===== config.mk =====
export PLATFORM = sky130hd
export DESIGN_NAME = pson_ctl
export DESIGN_NICKNAME = d
export VERILOG_FILES = /design/src/rtl/pson_pkg.sv /design/src/rtl/sleep_src_sel.sv /design/src/rtl/offtime_timer.sv /design/src/rtl/pson_ctl.sv
export SDC_FILE = /design/constraint.sdc
export NUM_CORES = 1
export LEC_CHECK = 0
export BUFFER_PORTS_ARGS = -buffer_cell sky130_fd_sc_hd__clkbuf_2
export CAP_MARGIN = 20
export CORE_AREA = 2 2 39 41
export DETAILED_ROUTE_END_ITERATION = 7
export DIE_AREA = 0 0 41 43
export PLACE_DENSITY_LB_ADDON = 0.3
export RECOVER_POWER = 100
export SLEW_MARGIN = 10
export SYNTH_ARGS = -nofsm -noshare
export SYNTH_HDL_FRONTEND = slang
export SYNTH_SLANG_ARGS = --single-unit

===== constraint.sdc =====
create_clock -name clk -period 2.2 [get_ports clk]
set_input_delay 0 -clock clk [delete_from_list [all_inputs] [get_ports clk]]
set_output_delay 0 -clock clk [all_outputs]
set_load 0.02 [all_outputs]

===== src/rtl/pson_pkg.sv =====
package pson_pkg;

  typedef enum logic {
    SRC_SUPPLY_LOSS = 1'b0,
    SRC_PIN_OR_SW   = 1'b1
  } sleep_src_e;

  // Sleep condition seen by downstream logic for the chosen source.
  function automatic logic sleep_cond(input sleep_src_e sel, input logic supply_ok,
                                      input logic pin_n, input logic sw_bit);
    logic r;
    if (sel == SRC_PIN_OR_SW) r = (~pin_n) | sw_bit;
    else                      r = ~supply_ok;
    return r;
  endfunction

  // Next level of the active-low supply-on pin.
  function automatic logic pson_next(input logic cur_n, input logic request,
                                     input logic grant_ok);
    logic r;
    if (!request)     r = 1'b1;   // turn-off is immediate
    else if (!cur_n)  r = 1'b0;   // already on, stays on
    else if (grant_ok) r = 1'b0;  // off, allowed to turn on
    else              r = 1'b1;   // off, request pending
    return r;
  endfunction

endpackage


===== src/rtl/sleep_src_sel.sv =====
module sleep_src_sel
  import pson_pkg::*;
(
  input  logic clk,
  input  logic rst_n,
  input  logic supply_good,
  input  logic sleep_pin_n,
  input  logic sw_sleep,
  input  logic src_sel,
  output logic sleep_state
);

  sleep_src_e src;
  logic       cond_now;

  assign src      = sleep_src_e'(src_sel);
  assign cond_now = sleep_cond(src, supply_good, sleep_pin_n, sw_sleep);

  always_ff @(posedge clk or negedge rst_n) begin
    if (!rst_n) sleep_state <= 1'b0;
    else        sleep_state <= cond_now;
  end

  // supply-loss source
  p_supply_src_r1: assert property (@(posedge clk) disable iff (!rst_n)
    !src_sel |=> (sleep_state == !$past(supply_good)));

  // pin-or-software source
  p_pin_src_r2: assert property (@(posedge clk) disable iff (!rst_n)
    (src_sel && (!sleep_pin_n || sw_sleep)) |=> sleep_state);

  p_pin_idle_r2: assert property (@(posedge clk) disable iff (!rst_n)
    (src_sel && sleep_pin_n && !sw_sleep) |=> !sleep_state);

endmodule


===== src/rtl/offtime_timer.sv =====
module offtime_timer #(
  parameter int LIMIT = 4
) (
  input  logic clk,
  input  logic rst_n,
  input  logic sec_tick,
  input  logic restart,
  output logic expired
);

  localparam int CW = (LIMIT < 1) ? 1 : $clog2(LIMIT + 1);
  localparam logic [CW-1:0] LIM = CW'(LIMIT);

  logic [CW-1:0] cnt;

  function automatic logic [CW-1:0] cnt_next(input logic [CW-1:0] c, input logic tk,
                                             input logic rs);
    logic [CW-1:0] r;
    if (rs)                 r = '0;
    else if (tk && c < LIM) r = c + 1'b1;
    else                    r = c;
    return r;
  endfunction

  always_ff @(posedge clk or negedge rst_n) begin
    if (!rst_n) cnt <= LIM;   // saturated: first turn-on is never held
    else        cnt <= cnt_next(cnt, sec_tick, restart);
  end

  assign expired = (cnt >= LIM);

  // count never passes its limit
  p_bounded_r8: assert property (@(posedge clk) disable iff (!rst_n)
    cnt <= LIM);

  // once saturated it stays expired until a restart
  p_sat_hold_r8: assert property (@(posedge clk) disable iff (!rst_n)
    (expired && !restart) |=> expired);

  // a restart opens a fresh guard window
  p_restart_r5: assert property (@(posedge clk) disable iff (!rst_n)
    restart |=> (cnt == '0));

endmodule


===== src/rtl/pson_ctl.sv =====
module pson_ctl
  import pson_pkg::*;
#(
  parameter int GUARD_SECS = 4
) (
  input  logic clk,
  input  logic rst_n,
  input  logic sec_tick,
  input  logic supply_good,
  input  logic sleep_pin_n,
  input  logic sw_sleep,
  input  logic src_sel,
  input  logic guard_en,
  output logic sleep_state,
  output logic pwr_on_n
);

  logic turn_off_evt;   // supply going from on to off this cycle
  logic guard_expired;  // off-time window has run out
  logic grant_ok;       // a pending request may be honoured
  logic pson_d;

  sleep_src_sel u_src (
    .clk         (clk),
    .rst_n       (rst_n),
    .supply_good (supply_good),
    .sleep_pin_n (sleep_pin_n),
    .sw_sleep    (sw_sleep),
    .src_sel     (src_sel),
    .sleep_state (sleep_state)
  );

  assign turn_off_evt = !pwr_on_n && !sleep_pin_n;

  offtime_timer #(.LIMIT(GUARD_SECS)) u_tmr (
    .clk      (clk),
    .rst_n    (rst_n),
    .sec_tick (sec_tick),
    .restart  (turn_off_evt),
    .expired  (guard_expired)
  );

  assign grant_ok = !guard_en || guard_expired;
  assign pson_d   = pson_next(pwr_on_n, sleep_pin_n, grant_ok);

  always_ff @(posedge clk or negedge rst_n) begin
    if (!rst_n) pwr_on_n <= 1'b1;
    else        pwr_on_n <= pson_d;
  end

  // turn-off is immediate
  p_off_now_r4: assert property (@(posedge clk) disable iff (!rst_n)
    !sleep_pin_n |=> pwr_on_n);

  // plain inversion when the guard is off
  p_follow_r3: assert property (@(posedge clk) disable iff (!rst_n)
    !guard_en |=> (pwr_on_n == $past(!sleep_pin_n)));

  // guard holds the supply off inside the window
  p_hold_r5: assert property (@(posedge clk) disable iff (!rst_n)
    (guard_en && pwr_on_n && !guard_expired) |=> pwr_on_n);

  // an on supply with a standing request stays on
  p_stay_on_r9: assert property (@(posedge clk) disable iff (!rst_n)
    (!pwr_on_n && sleep_pin_n) |=> !pwr_on_n);

endmodule


==> results.sh <==
export IMPL_arrival_ns=1.50
export IMPL_setup_viol=0
export IMPL_synthesis_nets=27
export IMPL_tightest_slew_ns=0.272
export IMPL_crit_path_end_kind="flip-flop"
export IMPL_hold_depth=3
export IMPL_vias_per_cell=3.60
export IMPL_cts_root_buf="clkbuf_4"
export IMPL_grt_pass1_wl_um=745
export IMPL_rsz0062_at_grt="false"
export IMPL_slew_headroom_pct=81.9
export IMPL_fmax_mhz=755
export IMPL_power_density_nw_per_um2=941
export IMPL_place_congestion=0.588
export IMPL_p_leak_nw=0.162
export IMPL_avgSynthCellArea_sq_um=12.1
export IMPL_drt_met1_wl_um=146
export IMPL_reg2reg_from="pwr_on_n"
export IMPL_grt_max_degree=6
export IMPL_wl_met3_um=30
export IMPL_clk_latency_ns=0.23
export IMPL_std_cell_rows=14
export IMPL_fin_skew_ns=0.00181
export IMPL_floorplan_initialDensity_pct=15.7
export IMPL_path_max_fanout=3
export IMPL_reg2regPathDepth=3
export IMPL_hold_path_startpoint="sec_tick"
export IMPL_fin_tns_setup_ns=0
export IMPL_worstReg2RegEnd="pwr_on_n"
export IMPL_drt_pass1_iterations=1
export IMPL_yosysSeqAreaShare_pct=58.6
export IMPL_vias=187
export IMPL_ys_ff_latch=5
export IMPL_fp_dieArea_sq_um=1760
export IMPL_routed_wl_um=430
export IMPL_path_class="reg2reg"
export IMPL_period_share_pct=60.2
export IMPL_yosysWarnings=0
export IMPL_drive_above_1_share_pct=25.0
export IMPL_ios=10
export IMPL_maxSlewViolCount=0
export IMPL_port_buffers=9
export IMPL_synthCells=18
export IMPL_synthToLayoutAreaGrowth_pct=62.6
export IMPL_hpwl_um=350
export IMPL_antenna_found_initial=0
export IMPL_wl_per_cell_um=8.27
export IMPL_grt_usage_pct=7.05
export IMPL_die_h_um=43
export IMPL_hold_viol_final=0
export IMPL_clockBufferDepth=2
export IMPL_min_period_ns=1.33
export IMPL_synthesis_area_sq_um=218
export IMPL_status="complete, no violations"
export IMPL_r2r_slack_ns=0.87
export IMPL_cts_buffers_inserted=3
export IMPL_holdPathEnd="u_tmr.cnt[2]"
export IMPL_die_width_um=41
export IMPL_drt_iter0_drc=0
export IMPL_highest_layer="met3"
export IMPL_ant_nets=0
export IMPL_drcViolationCount=0
export IMPL_yosys_cell_types_count=11
export IMPL_antennaDiodeCount=0
export IMPL_cts_resized_gates=0
export IMPL_path_clk_slew_ns=0.04
export IMPL_grt_overflow_total=0
export IMPL_cts_tree="done"
export IMPL_worstHoldPathType="in2reg"
export IMPL_drv_cap=0
export IMPL_grt_pass1_vias=187
export IMPL_worst_endpoint_required_ns=2.37
export IMPL_cts_htree_levels=1
export IMPL_cts_sinks=5
export IMPL_fillCellCount=153
export IMPL_cts_setup_buffers=0
export IMPL_met2_length_um=252
export IMPL_nNetsFinal=46
export IMPL_critPathLaunchType="flip-flop"
export IMPL_vdd_drop_max_mv=0.196
export IMPL_core_sq_um=1380
export IMPL_finalPower_mw=0.333
==> flip-flops by register name, indices dropped and copies added, names as in the netlist <==
register           count
u_src.sleep_state      1
u_tmr.cnt              3
pwr_on_n               1
==> cell families after synthesis <==
kind of cell | after synthesis | synth area share, %
compound gates | 2 | 4.59
mux | 2 | 9.20
xor+xnor | 1 | 4.02
simple gates | 7 | 17.8
fa+ha+maj | 1 | 5.75
flops | 5 | 58.6
==> cell type report <==
| type | instances | area, sq um | area share, % |
|---|---|---|---|
| Multi-Input combinational cell | 13 | 90.1 | 25.4 |
| Tap cell | 16 | 20.0 | 5.65 |
| Sequential cell | 5 | 128 | 36.0 |
| Timing Repair Buffer | 14 | 90.1 | 25.4 |
| Clock buffer | 4 | 26.3 | 7.42 |
==> worst max-delay path by stage <==
stage / slack, ns / end / startpoint
2_1_floorplan: 1.26 / u_tmr.cnt[1] / u_tmr.cnt[0]
3_3_place_gp: 1.24 / u_tmr.cnt[1] / u_tmr.cnt[0]
3_5_place_dp: 1.21 / u_tmr.cnt[1] / u_tmr.cnt[0]
4_1_cts: 0.87 / pwr_on_n / pwr_on_n
5_1_grt: 0.79 / pwr_on_n / pwr_on_n
6_report: 0.87 / pwr_on_n / pwr_on_n
==> cells in the mapped netlist, drive strengths merged <==
cell type	instances	share of area, %
ha	1	5.7
a21oi	1	2.3
nand2	1	1.7
nor2	4	6.9
xnor2	1	4.0
dfstp	2	24
o21ai	1	2.3
dfrtp	3	34
nor2b	2	9.2
mux2i	2	9.2
==> cells in the final DEF, fill, tap and decap left out <==
cell,instances
a21oi_1,1
nor2b_4,1
o21ai_0,1
xnor2_1,1
ha_1,1
clkbuf_2,5
clkbuf_4,3
dfrtp_1,3
mux2i_1,2
clkbuf_1,5
dfstp_1,2
nand2_1,1
nor2b_1,1
dlygate4sd3_1,5
nor2_1,4
==> critical path, cell delays in order (launching register included) <==
cell and delay, ns:
dfstp_1 0.54, nand2_1 0.06, o21ai_0 0.11, dlygate4sd3_1 0.56
==> timing repair <==
item,in CTS,in global routing
setup endpoints to repair,0,0
hold buffers,5,0
hold endpoints to repair,7,0
==> per-layer routing <==
| metal | vias to the layer above | GRT usage [%] |
|---|---|---|
| met5 | - | 0 |
| met4 | 0 | 6.00 |
| met3 | 0 | 6.28 |
| met2 | 2 | 8.75 |
| met1 | 91 | 6.82 |
| li1 | 94 | - |
==> where the power goes <==
part / switching (mW) / total (mW) / internal (mW)
sequential: 0.0214 / 0.146 / 0.124
combinational: 0.0399 / 0.0873 / 0.0474
clock: 0.0319 / 0.100 / 0.0682
total: 0.0932 / 0.333 / 0.240
==> stage by stage <==
stage          instances  instance area [sq um]  hold slack [ns]  setup WS [ns]  utilization, %
6_report              52                    354           0.0376          0.875            25.6
5_1_grt               52                    354           0.0573          0.792            25.6
4_1_cts               52                    359           0.0320          0.869            25.9
3_5_place_dp          43                    283           -0.176           1.21            20.4
3_3_place_gp          43                    283           -0.180           1.24            20.4
2_1_floorplan         18                    218           -0.296           1.26               -
Note: power is estimated with default switching activity, not from simulation.
